**config.mk**
```make
export PLATFORM = sky130hd
export DESIGN_NAME = flash_cmd_seq
export DESIGN_NICKNAME = d
export VERILOG_FILES = /design/src/rtl/fcs_pkg.sv /design/src/rtl/fcs_ctl.sv /design/src/rtl/fcs_fsm.sv /design/src/rtl/fcs_status.sv /design/src/rtl/flash_cmd_seq.sv
export SDC_FILE = /design/constraint.sdc
export NUM_CORES = 1
export LEC_CHECK = 0
export ABC_AREA = 1
export CAP_MARGIN = 20
export CORE_MARGIN = 1
export CORE_UTILIZATION = 45
export DETAILED_ROUTE_END_ITERATION = 10
export DONT_BUFFER_PORTS = 1
export GPL_TIMING_DRIVEN = 1
export PLACE_DENSITY_LB_ADDON = 0.05
export SYNTH_ARGS = -nofsm -noshare
export SYNTH_HDL_FRONTEND = slang
export SYNTH_SLANG_ARGS = --single-unit
```
**constraint.sdc**
```tcl
create_clock -name clk -period 0.94 [get_ports clk]
set_input_delay 0.094 -clock clk [delete_from_list [all_inputs] [get_ports clk]]
set_output_delay 0.094 -clock clk [all_outputs]
set_load 0.1 [all_outputs]
```
**src/rtl/fcs_pkg.sv**
```systemverilog
package fcs_pkg;
  // command register fields
  localparam int TFIE_BIT     = 8;
  localparam int WCIE_BIT     = 9;
  localparam int RDSR_REQ_BIT = 10;
  localparam int WREN_REQ_BIT = 11;
  localparam int BANK_LSB     = 12;
  // status word fields
  localparam int BYTE_W       = 8;
  localparam int TFF_BIT      = 8;
  localparam int WCF_BIT      = 9;
  localparam int WM_LSB       = 12;

  typedef enum logic {ST_IDLE, ST_WAIT} seq_state_e;
  typedef enum logic {CMD_RDSR, CMD_WREN} cmd_kind_e;
endpackage

```
**src/rtl/fcs_ctl.sv**
```systemverilog
module fcs_ctl
  import fcs_pkg::*;
#(
  parameter int BANK_W = 2,
  parameter int REG_W  = 16
) (
  input  logic              clk,
  input  logic              rst_n,
  input  logic              ctl_wr,
  input  logic [REG_W-1:0]  ctl_wdata,
  input  logic              seq_busy,
  input  logic              launch_rd,
  input  logic              launch_we,
  output logic              pend_rd,
  output logic              pend_we,
  output logic [BANK_W-1:0] req_bank,
  output logic              tfie,
  output logic              wcie
);
  logic              pend_rd_d, pend_we_d, tfie_d, wcie_d;
  logic [BANK_W-1:0] bank_d;
  logic              accept;
  logic              reg_en;

  assign accept = ctl_wr && !seq_busy && !pend_rd && !pend_we;
  assign reg_en = ctl_wr || launch_rd || launch_we;

  always_comb begin
    pend_rd_d = pend_rd;
    pend_we_d = pend_we;
    bank_d    = req_bank;
    tfie_d    = tfie;
    wcie_d    = wcie;
    if (ctl_wr) begin
      tfie_d = ctl_wdata[TFIE_BIT];
      wcie_d = ctl_wdata[WCIE_BIT];
    end
    if (accept) begin
      pend_rd_d = ctl_wdata[RDSR_REQ_BIT];
      pend_we_d = ctl_wdata[WREN_REQ_BIT];
      bank_d    = ctl_wdata[BANK_LSB +: BANK_W];
    end else begin
      if (launch_rd) pend_rd_d = 1'b0;
      if (launch_we) pend_we_d = 1'b0;
    end
  end

  always_ff @(posedge clk or negedge rst_n) begin
    if (!rst_n) begin
      pend_rd  <= 1'b0;
      pend_we  <= 1'b0;
      req_bank <= '0;
      tfie     <= 1'b0;
      wcie     <= 1'b0;
    end else if (reg_en) begin
      pend_rd  <= pend_rd_d;
      pend_we  <= pend_we_d;
      req_bank <= bank_d;
      tfie     <= tfie_d;
      wcie     <= wcie_d;
    end
  end

  logic unused_ctl_bits;
  assign unused_ctl_bits = ^{ctl_wdata[TFIE_BIT-1:0], ctl_wdata[REG_W-1:BANK_LSB+BANK_W]};
endmodule

```
**src/rtl/fcs_fsm.sv**
```systemverilog
module fcs_fsm
  import fcs_pkg::*;
#(
  parameter int          BANK_W  = 2,
  parameter logic [7:0]  OP_RDSR = 8'h05,
  parameter logic [7:0]  OP_WREN = 8'h06
) (
  input  logic              clk,
  input  logic              rst_n,
  input  logic              pend_rd,
  input  logic              pend_we,
  input  logic [BANK_W-1:0] req_bank,
  input  logic              eng_done,
  output logic              launch_rd,
  output logic              launch_we,
  output logic              seq_busy,
  output logic              eng_req,
  output logic [7:0]        eng_op,
  output logic [BANK_W-1:0] eng_bank,
  output logic              cmp_valid,
  output cmd_kind_e         cmp_kind
);
  seq_state_e        state_q, state_d;
  cmd_kind_e         kind_q, kind_d;
  logic [BANK_W-1:0] bank_q, bank_d;
  logic              req_q, req_d;
  logic              launch;

  // status read has priority over write enable when both are pending
  assign launch_rd = (state_q == ST_IDLE) && pend_rd;
  assign launch_we = (state_q == ST_IDLE) && !pend_rd && pend_we;
  assign launch    = launch_rd || launch_we;

  always_comb begin
    state_d = state_q;
    kind_d  = kind_q;
    bank_d  = bank_q;
    req_d   = launch;
    case (state_q)
      ST_IDLE: if (launch) begin
        state_d = ST_WAIT;
        kind_d  = launch_rd ? CMD_RDSR : CMD_WREN;
        bank_d  = req_bank;
      end
      ST_WAIT: if (eng_done) state_d = ST_IDLE;
      default: state_d = ST_IDLE;
    endcase
  end

  always_ff @(posedge clk or negedge rst_n) begin
    if (!rst_n) begin
      state_q <= ST_IDLE;
      kind_q  <= CMD_RDSR;
      bank_q  <= '0;
      req_q   <= 1'b0;
    end else begin
      state_q <= state_d;
      req_q   <= req_d;
      if (launch) begin
        kind_q <= kind_d;
        bank_q <= bank_d;
      end
    end
  end

  assign seq_busy  = (state_q == ST_WAIT);
  assign eng_req   = req_q;
  assign eng_op    = (kind_q == CMD_RDSR) ? OP_RDSR : OP_WREN;
  assign eng_bank  = bank_q;
  assign cmp_valid = seq_busy && eng_done;
  assign cmp_kind  = kind_q;
endmodule

```
**src/rtl/fcs_status.sv**
```systemverilog
module fcs_status
  import fcs_pkg::*;
#(
  parameter int NUM_BANKS = 4,
  parameter int BANK_W    = 2,
  parameter int REG_W     = 16
) (
  input  logic              clk,
  input  logic              rst_n,
  input  logic              sts_wr,
  input  logic [REG_W-1:0]  sts_wdata,
  input  logic              wr_done,
  input  logic              burst_end,
  input  logic [BANK_W-1:0] burst_bank,
  input  logic              cmp_valid,
  input  cmd_kind_e         cmp_kind,
  input  logic [BANK_W-1:0] cmp_bank,
  input  logic [BYTE_W-1:0] cmp_rx,
  input  logic              tfie,
  input  logic              wcie,
  output logic [REG_W-1:0]  status,
  output logic              irq
);
  logic [REG_W-1:0] sts_q, sts_d;
  logic             sts_en;

  assign sts_en = sts_wr || wr_done || burst_end || cmp_valid;

  always_comb begin
    sts_d = sts_q;
    if (sts_wr) sts_d = sts_q & sts_wdata;
    for (int b = 0; b < NUM_BANKS; b++) begin
      if (burst_end && (burst_bank == BANK_W'(b))) sts_d[WM_LSB+b] = 1'b0;
    end
    if (wr_done) sts_d[WCF_BIT] = 1'b1;
    if (cmp_valid) begin
      sts_d[TFF_BIT] = 1'b1;
      if (cmp_kind == CMD_RDSR) begin
        sts_d[BYTE_W-1:0] = cmp_rx;
      end else begin
        for (int b = 0; b < NUM_BANKS; b++) begin
          if (cmp_bank == BANK_W'(b)) sts_d[WM_LSB+b] = 1'b1;
        end
      end
    end
    sts_d[WM_LSB-1:WCF_BIT+1] = '0;
  end

  always_ff @(posedge clk or negedge rst_n) begin
    if (!rst_n)      sts_q <= '0;
    else if (sts_en) sts_q <= sts_d;
  end

  assign status = sts_q;
  assign irq    = (sts_q[TFF_BIT] && tfie) || (sts_q[WCF_BIT] && wcie);
endmodule

```
**src/rtl/flash_cmd_seq.sv**
```systemverilog
module flash_cmd_seq
  import fcs_pkg::*;
#(
  parameter int         NUM_BANKS = 4,
  parameter logic [7:0] OP_RDSR   = 8'h05,
  parameter logic [7:0] OP_WREN   = 8'h06,
  localparam int        BANK_W    = (NUM_BANKS > 1) ? $clog2(NUM_BANKS) : 1,
  localparam int        REG_W     = WM_LSB + NUM_BANKS
) (
  input  logic              clk,
  input  logic              rst_n,
  input  logic              ctl_wr,
  input  logic [REG_W-1:0]  ctl_wdata,
  input  logic              sts_wr,
  input  logic [REG_W-1:0]  sts_wdata,
  output logic [REG_W-1:0]  status,
  output logic              irq,
  input  logic              wr_done,
  input  logic              burst_end,
  input  logic [BANK_W-1:0] burst_bank,
  output logic              eng_req,
  output logic [7:0]        eng_op,
  output logic [BANK_W-1:0] eng_bank,
  input  logic              eng_done,
  input  logic [7:0]        eng_rx
);
  // reset asserts at once, releases on a clock edge
  logic rst_meta, rst_sync_n;
  always_ff @(posedge clk or negedge rst_n) begin
    if (!rst_n) begin
      rst_meta   <= 1'b0;
      rst_sync_n <= 1'b0;
    end else begin
      rst_meta   <= 1'b1;
      rst_sync_n <= rst_meta;
    end
  end

  logic              pend_rd, pend_we, launch_rd, launch_we, seq_busy;
  logic              tfie, wcie, cmp_valid;
  logic [BANK_W-1:0] req_bank;
  cmd_kind_e         cmp_kind;

  fcs_ctl #(.BANK_W(BANK_W), .REG_W(REG_W)) u_ctl (
    .clk(clk), .rst_n(rst_sync_n),
    .ctl_wr(ctl_wr), .ctl_wdata(ctl_wdata),
    .seq_busy(seq_busy), .launch_rd(launch_rd), .launch_we(launch_we),
    .pend_rd(pend_rd), .pend_we(pend_we), .req_bank(req_bank),
    .tfie(tfie), .wcie(wcie)
  );

  fcs_fsm #(.BANK_W(BANK_W), .OP_RDSR(OP_RDSR), .OP_WREN(OP_WREN)) u_fsm (
    .clk(clk), .rst_n(rst_sync_n),
    .pend_rd(pend_rd), .pend_we(pend_we), .req_bank(req_bank),
    .eng_done(eng_done),
    .launch_rd(launch_rd), .launch_we(launch_we), .seq_busy(seq_busy),
    .eng_req(eng_req), .eng_op(eng_op), .eng_bank(eng_bank),
    .cmp_valid(cmp_valid), .cmp_kind(cmp_kind)
  );

  fcs_status #(.NUM_BANKS(NUM_BANKS), .BANK_W(BANK_W), .REG_W(REG_W)) u_sts (
    .clk(clk), .rst_n(rst_sync_n),
    .sts_wr(sts_wr), .sts_wdata(sts_wdata),
    .wr_done(wr_done), .burst_end(burst_end), .burst_bank(burst_bank),
    .cmp_valid(cmp_valid), .cmp_kind(cmp_kind), .cmp_bank(eng_bank),
    .cmp_rx(eng_rx), .tfie(tfie), .wcie(wcie),
    .status(status), .irq(irq)
  );
endmodule

```
After elaboration in Yosys (flattened, before gate mapping):

Cells that the tools add are included.

* add/sub/neg operators: 0
* multipliers: 0
* divide/modulo/power cells: 0
* order comparisons: 0
* equality and inequality tests: 6
* shift operators: 0
* muxes and demuxes: 23
* bitwise operators: 2
* reductions and logical operators: 36

Operators with widths (count)
* bitwise AND 16 bit: 1
* 2-to-1 mux 1 bit: 16
* 2-to-1 mux 16 bit: 1
* AND reduction 2 bit: 7
* logical AND 1 bit: 13
* 2-to-1 mux 9 bit: 1
* == test 2 bit, second input constant: 4
* 2-to-1 mux 4 bit: 2
* 2-to-1 mux 8 bit: 1
* nonzero test 2 bit: 4
* logical OR 1 bit: 7
* == test 2 x 1 -> 1 bit, second input constant: 2
* zero test 2 bit: 2
* zero test 1 bit: 3
* 2-to-1 mux 2 bit: 1
* case mux 1 bit (2 select lines): 1
* NOT 1 bit: 1

* register bits: 27
* latch bits: 0
* bits in writable memories: 0
* bits in read-only memories: 0
* input port bits: 49
* output and inout port bits: 28
* logic and storage cells: 81
* memories kept: 0

Logic depth before layout (Yosys ltp):

* depth in word-level cells: 6
* depth in mapped cells: 5
* depth with buffers taken out: 5

By module:

From an unflattened synthesis, not the netlist that was laid out.

* cells, all modules: 162
* area, all modules: 1326.3 µm²

Modules (own cells, without submodules)
* fcs_status: instances 1, cells each 98, area an instance 726.9 µm², seq. area each 350.3 µm²
* fcs_fsm: instances 1, cells each 31, area an instance 282.8 µm², seq. area each 125.1 µm²
* fcs_ctl: instances 1, cells each 30, area an instance 262.8 µm², seq. area each 150.1 µm²
* flash_cmd_seq: instances 1, cells each 3, area an instance 53.8 µm², seq. area each 50.0 µm²

Least setup slack after synthesis:

Ideal clock, no wire load.

* kind: flip-flop to output port
* from: reg u_sts.sts_q[8], in the netlist u_sts.status[8]
* to: out irq
* data arrival time: 1806 ps
* required time: 846 ps
* path slack: -960 ps
* cell stages (with the launch flop): 2
* buffers on the path: 0
* cell sequence: dfrtp_1 > a22o_1

* cells in the longest elaborated chain, start to end: 2

RTL lines
* from (decl): line fcs_status.sv:24 `logic [REG_W-1:0] sts_q, sts_d;`
* from (signal assigned): line fcs_status.sv:51 `else if (sts_en) sts_q <= sts_d;`
* logical AND 1 bit: line fcs_status.sv:55 `assign irq = (sts_q[TFF_BIT] && tfie) || (sts_q[WCF_BIT] && wcie);`
* logical OR 1 bit: line fcs_status.sv:55
* to (decl): line flash_cmd_seq.sv:17 `output logic irq,`

No other way between the ends.

Worst setup path in the final report:

Ends and elaborated chain as after synthesis.

==> flow_summary.ini <==
[outcome]
status = finished with violations
violations = setup timing

[power]
p_leak_nw = 1.20
pwr_density_cell_mw_per_mm2 = 3630
worst_ir_drop_vdd_mv = 3.23
power.total_w = 0.00884

[floorplan]
row_count = 19
core_area_sq_mm = 0.00273
die_area_sq_mm = 0.00310
die_w_um = 55.7
num_io_pins = 77
start_util = 0.475
die_h_um = 55.7

[cells_and_area]
drive_gt1_frac = 0.403
fin_util = 0.892
areaGrowthSynthToFinish_pct = 87.8
n_antenna_cell = 0
fin_nets = 283

[synthesis]
netlist_instances = 157
ys_seq_elements = 27
yosys.area.top_type_share = 0.521
synth-seq-area-share = 0.521
synth_area_leaders = dfrtp_1 (52%), nand2_1 (16%), nand3_1 (6.6%), inv_1 (6.1%), buf_4 (5.2%)
synth_area_leader_cell = dfrtp_1
syn-cell-area_sq_mm = 0.00130
avgSynthCellArea_sq_um = 8.26
synth_cell_types = 20
yosys_warnings = 0

[detailed_routing]
vias_per_cell = 4.94
wl_um = 3970
vias = 1304
wl_per_cell_um = 15.0
first_iter_violations = 59
drcViolationCount = 0
firstDrtPassIters = 5
drtAntennaViolNets = 0

[worst_hold_path]
whs_path_depth = 3
hp-start = eng_done
hold_class = primary input to flip-flop
min_to = u_sts.status[3]$_DFFE_PN0P_

[global_route]
grt-ovfl-total = 0
grt_max_degree = 26
first_global_vias = 1319
grt_pass1_wl_um = 6160
antenna_found_initial = 0
gr-usage-all-layers = 0.255

[place]
detailed_place_hpwl_um = 2020
port_buffers = 0
finalWeightedCongestion = 0.732

[critical_path]
startpoint_type = flip-flop
critPathKind = flip-flop to output pin
critPathCaptureType = output pin
crit_arrival_ns = 1.26
rr_endpoint = u_sts.status[0]$_DFFE_PN0P_
cp_max_fo = 2
rr_worst_depth = 6
crit_required_ns = 0.85
reg2reg_from = u_fsm.cmp_kind$_DFFE_PN0P_
rrSetupSlack_ns = -0.23
crit_start = u_sts.status[8]$_DFFE_PN0P_

[cts]
insertion_delay_ns = 0.32
htree_levels = 1
cts_sinks = 27
clock_path_buffers = 2
cts.clk_slew.worst_paths_ns = 0.15
numCtsBuffers = 3
cts_tree = yes
clock_tree.root_cell = clkbuf_4

[sta]
worst_slack_ns = -0.414
setup_violations = 39
min_period_ns = 1.35
fmax_ghz = 0.738
hold_violations = 0
fin_crit_sh = 1.44
fin_skew_ns = 0.00310
rsz0062_at_grt = true
drv_slew = 0

[job]
max_cap_violations = 0
## power by group
group / switching, W / total (W) / internal, W
registers: 0.000486 / 0.00213 / 0.00165
clock network: 0.000347 / 0.000513 / 0.000166
logic: 0.00383 / 0.00620 / 0.00237
## area by class of cell
class | instances | area, sq um
sequential | 27 | 708
multi-input combinational | 103 | 602
fill | 138 | 297
tap | 31 | 38.8
clock buffer | 4 | 26.3
timing repair buffer | 76 | 960
inverter | 23 | 103
## how the worst max path moves through the flow
stage / end / slack (ns) / depth (start not counted)
detailed placement: irq / -0.06 / 2
global route: irq / -0.45 / 2
finish: irq / -0.41 / 2
floorplan: u_sts.status[0]$_DFFE_PN0P_ / -0.48 / 5
global placement: irq / -0.06 / 2
CTS: irq / -0.41 / 2
## cell usage in the layout (no fill, tap or decap), types with 3 or more instances in the layout
cell,count
buf_6,11
clkbuf_4,3
o21ai_0,4
buf_12,20
dfrtp_1,9
dlygate4sd3_1,37
nand3_2,4
nand4_1,4
dfrtp_2,14
nor2_4,4
inv_1,20
nand3_1,15
nand2_1,38
nand2_2,13
dfrtp_4,4
conb_1,9
nand2_4,5
buf_4,7
## kinds of logic (layout without fill, tap and decap cells)
| group | count (synthesis) | after routing | synth area share |
|---|---|---|---|
| AOI/OAI and AO/OA | 9 | 9 | 0.0424 |
| buffers and inverters | 35 | 103 | 0.137 |
| DFF | 27 | 27 | 0.521 |
| other | 2 | 9 | 0.00579 |
| and+or+nand+nor | 84 | 85 | 0.294 |
## routing by layer
layer | routed length (um) | global-route usage
met4 | 102 | 0.125
met2 | 2110 | 0.439
met3 | 220 | 0.0535
met5 | 0 | 0
met1 | 1540 | 0.301
## state kept, by name, summed over array words and instances (netlist names)
| signal | cells |
|---|---|
| rst_sync_n | 1 |
| u_ctl.wcie | 1 |
| u_fsm.cmp_kind | 1 |
| rst_meta | 1 |
| u_fsm.eng_req | 1 |
| u_ctl.pend_rd | 1 |
| u_fsm.seq_busy | 1 |
| u_ctl.req_bank | 2 |
| u_ctl.pend_we | 1 |
| u_sts.status | 14 |
| u_fsm.eng_bank | 2 |
| u_ctl.tfie | 1 |
## synth_stat cells
master    number
a21boi_0       1
a21oi_1        1
a22o_1         1
buf_2          2
buf_4          9
buf_6          1
conb_1         2
dfrtp_1       27
inv_1         21
inv_2          1
inv_4          1
nand2_1       56
nand3_1       17
nand3_2        1
nand3_4        1
nand4_1        4
nor2_1         3
nor2_4         2
o21ai_0        5
o21ai_2        1
## worst max-delay path, stage by stage, from the launching register on
cell and delay [ns]:
dfrtp_4 0.51, a22o_4 0.26, buf_12 0.16
## per-stage QoR
step	cells	worst slack (ns)	instance area, sq um	TNS, ns	hold slack [ns]
CTS	257	-0.410	2270	-4.93	0.0194
finish	264	-0.414	2440	-5.41	0.0543
global placement	209	-0.0569	1690	-0.201	-0.202
floorplan	164	-0.477	1360	-5.01	-0.202
detailed placement	209	-0.0620	1690	-0.207	-0.202
global route	264	-0.446	2440	-7.20	0.0403
## repair_timing
action,in CTS,in global routing
gates cloned,1,0
setup buffers,6,7
hold buffers,37,1
endpoints found under the setup margin,34,42
hold endpoints to repair,22,2
gates resized for setup,36,32
pin swaps,7,17
No activity file was read; power rests on OpenSTA's default activity.
